==> src/rtl/hlp_pkg.sv <==
package hlp_pkg;
  typedef enum logic [1:0] {
    OP_IDLE   = 2'b00,
    OP_SEARCH = 2'b01,
    OP_READ   = 2'b10,
    OP_WRITE  = 2'b11
  } op_e;

  typedef struct packed {
    logic srch;
    logic hit;
    logic ack;
  } slot_t;
endpackage

==> src/rtl/hlp_latency_sel.sv <==
module hlp_latency_sel #(
  parameter int BASE_ONE  = 4,
  parameter int BASE_FEW  = 5,
  parameter int BASE_MANY = 6,
  parameter int EXTRA_W   = 3,
  parameter int IDX_W     = 4
) (
  input  logic [1:0]         size_i,
  input  logic [EXTRA_W-1:0] extra_i,
  output logic [IDX_W-1:0]   tap_o
);
  logic [IDX_W-1:0] base_v;

  always_comb begin
    unique case (size_i)
      2'b00:   base_v = IDX_W'(BASE_ONE);
      2'b01:   base_v = IDX_W'(BASE_FEW);
      default: base_v = IDX_W'(BASE_MANY);
    endcase
    // input register plus output register account for two cycles
    tap_o = base_v + IDX_W'(extra_i) - IDX_W'(2);
  end
endmodule

==> src/rtl/hlp_delay_line.sv <==
module hlp_delay_line #(
  parameter int W     = 3,
  parameter int DEPTH = 12,
  parameter int IDX_W = 4
) (
  input  logic             clk,
  input  logic             rst,
  input  logic [W-1:0]     d_i,
  input  logic [IDX_W-1:0] sel_i,
  output logic [W-1:0]     q_o
);
  localparam logic [IDX_W-1:0] LAST = IDX_W'(DEPTH - 1);

  logic [W-1:0] stage [DEPTH];

  always_ff @(posedge clk) begin
    if (rst) stage[0] <= '0;
    else     stage[0] <= d_i;
  end

  for (genvar i = 1; i < DEPTH; i++) begin : g_stage
    always_ff @(posedge clk) begin
      if (rst) stage[i] <= '0;
      else     stage[i] <= stage[i-1];
    end
  end

  always_comb begin
    if (sel_i > LAST) q_o = stage[DEPTH-1];
    else              q_o = stage[sel_i];
  end
endmodule

==> src/rtl/hlp_flag_drive.sv <==
module hlp_flag_drive
  import hlp_pkg::*;
(
  input  logic  clk,
  input  logic  rst,
  input  slot_t slot_i,
  input  logic  last_dev_i,
  output logic  hit_o,
  output logic  valid_o,
  output logic  flag_oe_o,
  output logic  ack_o
);
  always_ff @(posedge clk) begin
    if (rst) begin
      hit_o     <= 1'b0;
      valid_o   <= 1'b0;
      flag_oe_o <= 1'b0;
      ack_o     <= 1'b0;
    end else begin
      ack_o <= slot_i.ack;
      if (slot_i.srch && slot_i.hit) begin
        hit_o     <= 1'b1;
        valid_o   <= 1'b1;
        flag_oe_o <= 1'b1;
      end else if (slot_i.srch) begin
        hit_o     <= 1'b0;
        valid_o   <= last_dev_i;
        flag_oe_o <= last_dev_i;
      end else begin
        hit_o     <= 1'b0;
        valid_o   <= 1'b0;
        flag_oe_o <= last_dev_i;
      end
    end
  end
endmodule

==> src/rtl/hlp_bus_default.sv <==
module hlp_bus_default #(
  parameter int ADDR_W = 22
) (
  input  logic              clk,
  input  logic              rst,
  input  logic              last_bus_i,
  input  logic              local_i,
  input  logic [ADDR_W-1:0] sadr_i,
  input  logic              ce_n_i,
  input  logic              we_n_i,
  input  logic              ale_n_i,
  input  logic              oe_n_i,
  output logic [ADDR_W-1:0] sadr_o,
  output logic              ce_n_o,
  output logic              we_n_o,
  output logic              ale_n_o,
  output logic              bus_oe_o,
  output logic              oe_n_o,
  output logic              oe_en_o
);
  always_ff @(posedge clk) begin
    if (rst) begin
      sadr_o   <= '1;
      ce_n_o   <= 1'b1;
      we_n_o   <= 1'b1;
      ale_n_o  <= 1'b1;
      bus_oe_o <= 1'b0;
      oe_n_o   <= 1'b1;
      oe_en_o  <= 1'b0;
    end else begin
      if (local_i) begin
        sadr_o  <= sadr_i;
        ce_n_o  <= ce_n_i;
        we_n_o  <= we_n_i;
        ale_n_o <= ale_n_i;
        oe_n_o  <= oe_n_i;
      end else begin
        sadr_o  <= '1;
        ce_n_o  <= 1'b1;
        we_n_o  <= 1'b1;
        ale_n_o <= 1'b1;
        oe_n_o  <= 1'b1;
      end
      bus_oe_o <= local_i | last_bus_i;
      oe_en_o  <= local_i | last_bus_i;
    end
  end
endmodule

==> src/rtl/hit_latency_pipe.sv <==
module hit_latency_pipe
  import hlp_pkg::*;
#(
  parameter int ADDR_W    = 22,
  parameter int BASE_ONE  = 4,
  parameter int BASE_FEW  = 5,
  parameter int BASE_MANY = 6,
  parameter int EXTRA_W   = 3
) (
  input  logic              clk,
  input  logic              rst,
  input  logic [1:0]        cfg_size_i,
  input  logic [EXTRA_W-1:0] cfg_extra_i,
  input  logic              cfg_last_dev_i,
  input  logic              cfg_last_bus_i,
  input  logic [1:0]        op_i,
  input  logic              hit_i,
  input  logic              ack_i,
  input  logic              local_drive_i,
  input  logic [ADDR_W-1:0] sadr_i,
  input  logic              ce_n_i,
  input  logic              we_n_i,
  input  logic              ale_n_i,
  input  logic              oe_n_i,
  output logic              hit_o,
  output logic              valid_o,
  output logic              flag_oe_o,
  output logic              ack_o,
  output logic [ADDR_W-1:0] sadr_o,
  output logic              ce_n_o,
  output logic              we_n_o,
  output logic              ale_n_o,
  output logic              bus_oe_o,
  output logic              oe_n_o,
  output logic              oe_en_o
);
  localparam int MAX_LAT = BASE_MANY + (1 << EXTRA_W) - 1;
  localparam int DEPTH   = MAX_LAT - 1;
  localparam int IDX_W   = $clog2(DEPTH + 1);
  localparam int SLOT_W  = $bits(slot_t);

  slot_t            in_slot, tap_slot;
  logic [SLOT_W-1:0] tap_bits;
  logic [IDX_W-1:0]  tap_idx;

  always_comb begin
    in_slot.srch = (op_e'(op_i) == OP_SEARCH);
    in_slot.hit  = (op_e'(op_i) == OP_SEARCH) && hit_i;
    in_slot.ack  = (op_e'(op_i) == OP_READ) && ack_i;
  end

  hlp_latency_sel #(
    .BASE_ONE (BASE_ONE),
    .BASE_FEW (BASE_FEW),
    .BASE_MANY(BASE_MANY),
    .EXTRA_W  (EXTRA_W),
    .IDX_W    (IDX_W)
  ) u_sel (
    .size_i (cfg_size_i),
    .extra_i(cfg_extra_i),
    .tap_o  (tap_idx)
  );

  hlp_delay_line #(
    .W    (SLOT_W),
    .DEPTH(DEPTH),
    .IDX_W(IDX_W)
  ) u_line (
    .clk  (clk),
    .rst  (rst),
    .d_i  (in_slot),
    .sel_i(tap_idx),
    .q_o  (tap_bits)
  );

  assign tap_slot = slot_t'(tap_bits);

  hlp_flag_drive u_flags (
    .clk       (clk),
    .rst       (rst),
    .slot_i    (tap_slot),
    .last_dev_i(cfg_last_dev_i),
    .hit_o     (hit_o),
    .valid_o   (valid_o),
    .flag_oe_o (flag_oe_o),
    .ack_o     (ack_o)
  );

  hlp_bus_default #(
    .ADDR_W(ADDR_W)
  ) u_bus (
    .clk       (clk),
    .rst       (rst),
    .last_bus_i(cfg_last_bus_i),
    .local_i   (local_drive_i),
    .sadr_i    (sadr_i),
    .ce_n_i    (ce_n_i),
    .we_n_i    (we_n_i),
    .ale_n_i   (ale_n_i),
    .oe_n_i    (oe_n_i),
    .sadr_o    (sadr_o),
    .ce_n_o    (ce_n_o),
    .we_n_o    (we_n_o),
    .ale_n_o   (ale_n_o),
    .bus_oe_o  (bus_oe_o),
    .oe_n_o    (oe_n_o),
    .oe_en_o   (oe_en_o)
  );
endmodule

==> config.mk <==
export PLATFORM = sky130hd
export DESIGN_NAME = hit_latency_pipe
export DESIGN_NICKNAME = d
export VERILOG_FILES = /design/src/rtl/hlp_pkg.sv /design/src/rtl/hlp_latency_sel.sv /design/src/rtl/hlp_delay_line.sv /design/src/rtl/hlp_flag_drive.sv /design/src/rtl/hlp_bus_default.sv /design/src/rtl/hit_latency_pipe.sv
export SDC_FILE = /design/constraint.sdc
export NUM_CORES = 1
export LEC_CHECK = 0
export CORE_MARGIN = 10
export CORE_UTILIZATION = 60
export CTS_CLUSTER_SIZE = 12
export DETAILED_ROUTE_END_ITERATION = 10
export DONT_BUFFER_PORTS = 1
export PLACE_DENSITY_LB_ADDON = 0.05
export SLEW_MARGIN = 20
export SYNTH_ARGS = -nofsm -noshare
export SYNTH_HDL_FRONTEND = slang
export SYNTH_SLANG_ARGS = --single-unit
==> constraint.sdc <==
create_clock -name clk -period 3 [get_ports clk]
set_input_delay 0.3 -clock clk [delete_from_list [all_inputs] [get_ports clk]]
set_output_delay 0.3 -clock clk [all_outputs]
set_load 0.005 [all_outputs]
==> results of run 1 <==
-- registers in the layout, summed over array words and instances, names as in the netlist --
name               count
u_bus.bus_oe_o         1
u_flags.flag_oe_o      1
u_bus.we_n_o           1
u_bus.sadr_o          22
u_bus.ale_n_o          1
u_flags.hit_o          1
u_line.stage          36
u_bus.oe_n_o           1
u_bus.ce_n_o           1
u_flags.ack_o          1
u_flags.valid_o        1
-- worst max-delay path, stage by stage --
cell	delay, ns
inv_1	0.02
ha_1	0.26
inv_1	0.04
ha_1	0.20
fa_1	0.77
mux4_2	0.38
a221o_1	0.35
a22oi_1	0.19
-- layer usage --
metal	vias to the layer above	track usage (%)	share of wire (%)
met4	0	6.75	2.0
met3	8	9.16	14
met5	-	0	0
met2	56	20.3	46
li1	640	-	-
met1	581	12.7	38
-- cell usage in the layout, fill, tap and decap left out, types with 3 or more instances in the layout --
cell      instances
mux4_2            4
inv_1             6
dfxtp_1          67
nand2b_1         28
mux2i_1           8
ha_1              3
nor2_1            5
nor2b_1          36
a21oi_1           4
clkbuf_8         10
nand2_1           3
-- layout make-up --
class,count,area [um^2]
multi-input cells,111,837
well taps,48,60.1
flip-flops and latches,67,1340
repair buffers,2,15.0
clock buffers,10,138
clock inverters,6,88.8
inverters,6,22.5
fillers,286,1160
-- metrics by stage --
stage / hold WS [ns] / instance area [um^2] / std cells
after floorplan: 0.376 / 2260 / 196
after global placement: 0.379 / 2280 / 234
after detailed placement: 0.381 / 2280 / 234
after CTS: 0.0286 / 2500 / 250
after global routing: 0.0151 / 2500 / 250
final: 0.0463 / 2500 / 250
-- power by group through the flow --
stage	combinational (uW)	clock, uW	sequential (uW)
global route	115	883	926
CTS	103	829	925
global placement	99.2	0	945
floorplan	97.0	0	940
finish	102	815	924
detailed placement	103	0	944
-- cell families (layout without fill, tap and decap cells) --
family / count (synthesis) / after routing / synth area share, %
adder cells (fa/ha/maj): 4 / 4 / 2.55
multiplexers: 14 / 14 / 8.52
AO/OA/AOI/OAI: 14 / 14 / 4.59
flip-flops: 67 / 67 / 59.3
AND/OR/NAND/NOR: 79 / 79 / 21.4
buffers and inverters: 18 / 24 / 3.65
-- worst min-delay path by stage --
stage	to	depth (start not counted)	startpoint	slack (ns)
finish	u_line.stage[11][2]	1	rst	0.05
global route	u_line.stage[2][0]	1	rst	0.02
CTS	u_line.stage[1][0]	1	rst	0.03
detailed placement	u_line.stage[1][1]	1	rst	0.38
global placement	u_line.stage[1][2]	1	rst	0.38
floorplan	u_line.stage[0][0]	1	op_i[0]	0.38
==> results.py, run 1 <==
metrics = {
    "status": {
        "status": "finished clean",
    },
    "worst_setup_path": {
        "endpoint": "u_flags.valid_o",
        "worst-path-max-fanout": 13,
        "ff2ff_setup_slack_ns": 1.50,
        "cp-start-kind": "primary input",
        "r2r-start": "u_line.stage[5][1]",
        "critPathArrivalTime_ns": 2.52,
        "startpoint": "cfg_size_i[1]",
        "crit_path_end_kind": "flop",
        "r2r-end": "u_flags.valid_o",
        "crit_type": "primary input to flop",
        "rr_worst_depth": 4,
        "cp.required_ns": 3.24,
    },
    "timing": {
        "fin_worst_skew_ns": 0.00553,
        "slew_violations": 0,
        "setup_slack_ns": 0.726,
        "period_minus_slack_ns": 2.27,
        "fin_tns_setup_ns": 0,
        "relSlewSlack_pct": 64.5,
        "finalSetupViolations": 0,
        "period_share_pct": 75.8,
        "rsz0062_at_grt": "false",
        "fmax_mhz": 440,
        "tightestPinTransition_ns": 0.533,
        "hold_viol_final": 0,
    },
    "global_routing": {
        "grt_pass1_vias": 1437,
        "grt_pass1_wl_um": 6510,
        "grt_max_degree": 42,
        "grt_usage_pct": 13.0,
        "grt_overflow": 0,
        "antenna_found_initial": 0,
    },
    "floorplanning": {
        "die_x_um": 81.4,
        "coreArea_um2": 3660,
        "ios": 72,
        "die_y_um": 81.4,
        "initial_utilization_pct": 61.8,
        "rows": 22,
        "dieArea_um2": 6620,
    },
    "synthesis": {
        "yosysMostFrequentCell": "dfxtp_1",
        "synth_ff_type": "dfxtp_1",
        "synth_commonest_cells": "dfxtp_1 (67), nor2b_1 (36), nand2b_1 (28)",
        "synthArstFlopShare_pct": 0,
        "synth_edf_count": 0,
        "netlist_top_cells_area": "dfxtp_1 (59%), nor2b_1 (10%), nand2b_1 (7.7%)",
        "synth_top_area_share_pct": 59.3,
        "syn-cell-area_um2": 2260,
        "synth_nets": 240,
        "ys_types": 29,
        "yosysWarningCount": 0,
        "syn_inst": 196,
        "ys_seq_area_share_pct": 59.3,
        "synth_top_area_cell": "dfxtp_1",
        "avgSynthCellArea_um2": 11.5,
        "ys_ff_latch": 67,
    },
    "detailed_routing": {
        "drt_iter0_drc": 73,
        "routed_wl_um": 3960,
        "viasPerCell": 5.14,
        "wire_per_inst_um": 15.8,
        "vias": 1285,
        "drtAntennaViolNets": 0,
        "first_pass_iters": 4,
        "drcViolationCount": 0,
    },
    "power_and_ir_drop": {
        "switching_share_pct": 21.3,
        "comb_power_share_pct": 5.6,
        "p_leak_uw": 0.000974,
        "power_uw": 1840,
        "clockPowerShare_pct": 44.3,
        "p_sw_uw": 391,
        "internal_power_uw": 1450,
        "pwr-share-seq_pct": 50.2,
        "irDropWorstVdd_v": 0.000467,
        "p_per_area_nw_per_um2": 735,
    },
    "clock_network": {
        "path_clk_slew_ns": 0.07,
        "cts_resized": 0,
        "cts_tree": "done",
        "cts_num_sinks": 67,
        "cts_made_buffers": 9,
        "clock_path_buffers": 2,
        "postCtsSetupRepairBufs": 0,
        "htreeDepth": 3,
        "cts-root-buf": "clkbuf_8",
        "clk_latency_ns": 0.33,
        "hold_buffers": 0,
    },
    "final_layout": {
        "diodes": 0,
        "nNetsFinal": 241,
        "utilization_pct": 68.4,
        "area_growth_pct": 10.7,
        "drive_gt1_share_pct": 12.4,
    },
    "place": {
        "detailedPlace.worstSlack_ns": 0.402,
        "port_buffers": 0,
        "dpl.hpwl_um": 2900,
        "place.gp.congestion": 0.718,
    },
    "hold_path": {
        "hold_class": "primary input to flop",
    },
    "run": {
        "maxCapViolCount": 0,
    },
}
Note: power is estimated with default switching activity, not from simulation.
==> run 2, diff against run 1 <==
==> constraint.sdc (replaced) <==
create_clock -name clk -period 2.35 [get_ports clk]
set_input_delay 0.235 -clock clk [delete_from_list [all_inputs] [get_ports clk]]
set_output_delay 0.235 -clock clk [all_outputs]
set_load 0.005 [all_outputs]
==> results.py, run 2 (synthesized netlist as in run 1, its figures left out) <==
metrics = {
    "worst_setup_path": {
        "worst-path-max-fanout": 7,
        "critPathArrivalTime_ns": 2.28,
        "worstPathCellList": "inv_1 -> ha_1 -> inv_1 -> ha_1 -> fa_1 -> buf_4 -> nor2_1 -> a221oi_1 -> a221o_1 -> a22oi_2",
        "slowest_delay_ns": 0.56,
        "cp.required_ns": 2.60,
        "crit_path_end_kind": "flop",
        "rr_worst_depth": 4,
        "r2r-start": "u_line.stage[7][1]",
        "ff2ff_setup_slack_ns": 0.85,
        "crit_type": "primary input to flop",
        "slowest_stage": "fa_1",
        "cp-start-kind": "primary input",
        "r2r-end": "u_flags.flag_oe_o",
    },
    "floorplanning": {
        "dieArea_um2": 6620,
        "coreArea_um2": 3660,
        "ios": 72,
        "rows": 22,
        "die_y_um": 81.4,
        "initial_utilization_pct": 61.8,
        "die_x_um": 81.4,
    },
    "power_and_ir_drop": {
        "p_per_area_nw_per_um2": 831,
        "internal_power_uw": 1720,
        "irDropWorstVdd_v": 0.000585,
        "comb_power_share_pct": 7.9,
        "clockPowerShare_pct": 39.1,
        "p_leak_uw": 0.00106,
        "p_sw_uw": 503,
        "switching_share_pct": 22.6,
        "pwr-share-seq_pct": 53.0,
    },
    "timing": {
        "relSlewSlack_pct": 78.6,
        "hold_viol_final": 0,
        "finalSetupViolations": 0,
        "period_share_pct": 86.6,
        "fin_tns_setup_ns": 0,
        "fmax_mhz": 491,
        "fin_worst_skew_ns": 0.00835,
        "rsz0062_at_grt": "false",
        "holdWs_ns": 0.0115,
        "slew_violations": 0,
        "period_minus_slack_ns": 2.03,
        "tightestPinTransition_ns": 0.317,
    },
    "status": {
        "status": "finished clean",
    },
    "global_routing": {
        "grt_usage_pct": 14.9,
        "grt_pass1_vias": 1559,
        "grt_pass1_wl_um": 7600,
        "grt_overflow": 0,
        "grt_max_degree": 38,
        "antenna_found_initial": 0,
    },
    "place": {
        "port_buffers": 0,
        "place.gp.congestion": 0.739,
        "dpl.hpwl_um": 3100,
    },
    "clock_network": {
        "cts_num_sinks": 67,
        "clock_path_buffers": 2,
        "path_clk_slew_ns": 0.06,
        "clk_latency_ns": 0.33,
        "cts_resized": 0,
        "cts-root-buf": "clkbuf_8",
        "htreeDepth": 3,
        "cts_tree": "done",
        "cts_made_buffers": 9,
        "postCtsSetupRepairBufs": 0,
    },
    "final_layout": {
        "largest_register_ffs": 36,
        "top_regs": "u_line.stage x36, u_bus.sadr_o x22",
        "utilization_pct": 73.2,
        "most-common-layout-cells": "dfxtp_1 (67), nor2b_1 (36), nand2b_1 (28)",
        "nNetsFinal": 262,
        "nFillCells": 245,
        "area_growth_pct": 18.5,
        "drive_gt1_share_pct": 12.6,
        "diodes": 0,
        "regMostFlops": "u_line.stage",
        "layout_commonest_cell": "dfxtp_1",
    },
    "detailed_routing": {
        "drt_iter0_drc": 87,
        "viasPerCell": 5.19,
        "vias": 1407,
        "first_pass_iters": 4,
        "drcViolationCount": 0,
        "drtAntennaViolNets": 0,
        "routed_wl_um": 4530,
        "wire_per_inst_um": 16.7,
    },
    "hold_path": {
        "hold_depth": 1,
        "hold_end": "u_bus.sadr_o[7]",
        "hold_start": "sadr_i[7]",
        "hold_class": "primary input to flop",
    },
    "run": {
        "maxCapViolCount": 0,
    },
}
==> run 2: cell count changes in the layout (fill, tap and decap cells not counted), sizes merged <==
cell         delta
dlygate4sd3    +17
buf             +4
clkbuf          +3
bufinv          -2
clkinvlp        -1
==> run 2: layout make-up <==
cell class / instances / area (um^2) / area share (%)
Inverter: 6 / 22.5 / 0.841
Clock inverter: 3 / 21.3 / 0.794
Clock buffer: 13 / 169 / 6.31
Timing Repair Buffer: 23 / 228 / 8.50
Multi-Input combinational cell: 111 / 837 / 31.2
Tap cell: 48 / 60.1 / 2.24
Sequential cell: 67 / 1340 / 50.1
==> run 2: timing repair <==
action | in CTS | in global routing
hold buffers | 15 | 3
endpoints found under the hold margin | 49 | 3
setup endpoints to repair | 0 | 0
==> run 2: worst max path at each step <==
stage | from | end | slack [ns] | cells past startpoint
after global placement | cfg_size_i[1] | u_flags.flag_oe_o | 0.05 | 8
after detailed placement | cfg_size_i[1] | u_flags.flag_oe_o | 0.01 | 10
final | cfg_size_i[1] | u_flags.flag_oe_o | 0.32 | 10
after floorplan | cfg_size_i[1] | u_flags.flag_oe_o | 0.02 | 9
after CTS | cfg_size_i[1] | u_flags.flag_oe_o | 0.34 | 10
after global routing | cfg_extra_i[1] | u_flags.flag_oe_o | 0.24 | 8
==> run 2: routing by layer <==
| metal | vias up | share of wire, % | global-route usage, % |
|---|---|---|---|
| met2 | 60 | 47 | 22.7 |
| met1 | 656 | 41 | 16.7 |
| met3 | 8 | 11 | 8.61 |
| met5 | - | 0 | 0 |
| met4 | 0 | 1.4 | 6.57 |
| li1 | 683 | - | - |
==> run 2: worst max-delay path: cells and delay by family <==
| kind | cells | cell delay [ns] |
|---|---|---|
| and+or+nand+nor | 1 | 0.11 |
| adders and majority gates | 3 | 1.01 |
| buffers and inverters | 3 | 0.26 |
| AOI/OAI and AO/OA | 3 | 0.67 |
==> run 2: through the flow <==
step	std cells	setup slack [ns]	power, uW	instance area [um^2]
floorplan	196	0.0250	1320	2260
global route	271	0.241	2320	2680
finish	271	0.315	2230	2680
detailed placement	237	0.0128	1350	2300
global placement	237	0.0533	1340	2300
CTS	268	0.338	2240	2650
==> run 2: power by group through the flow <==
stage / sequential [uW] / clock (uW) / combinational (uW)
finish: 1180 / 871 / 175
global route: 1180 / 945 / 196
CTS: 1180 / 885 / 170
detailed placement: 1210 / 0 / 141
global placement: 1210 / 0 / 135
floorplan: 1200 / 0 / 124
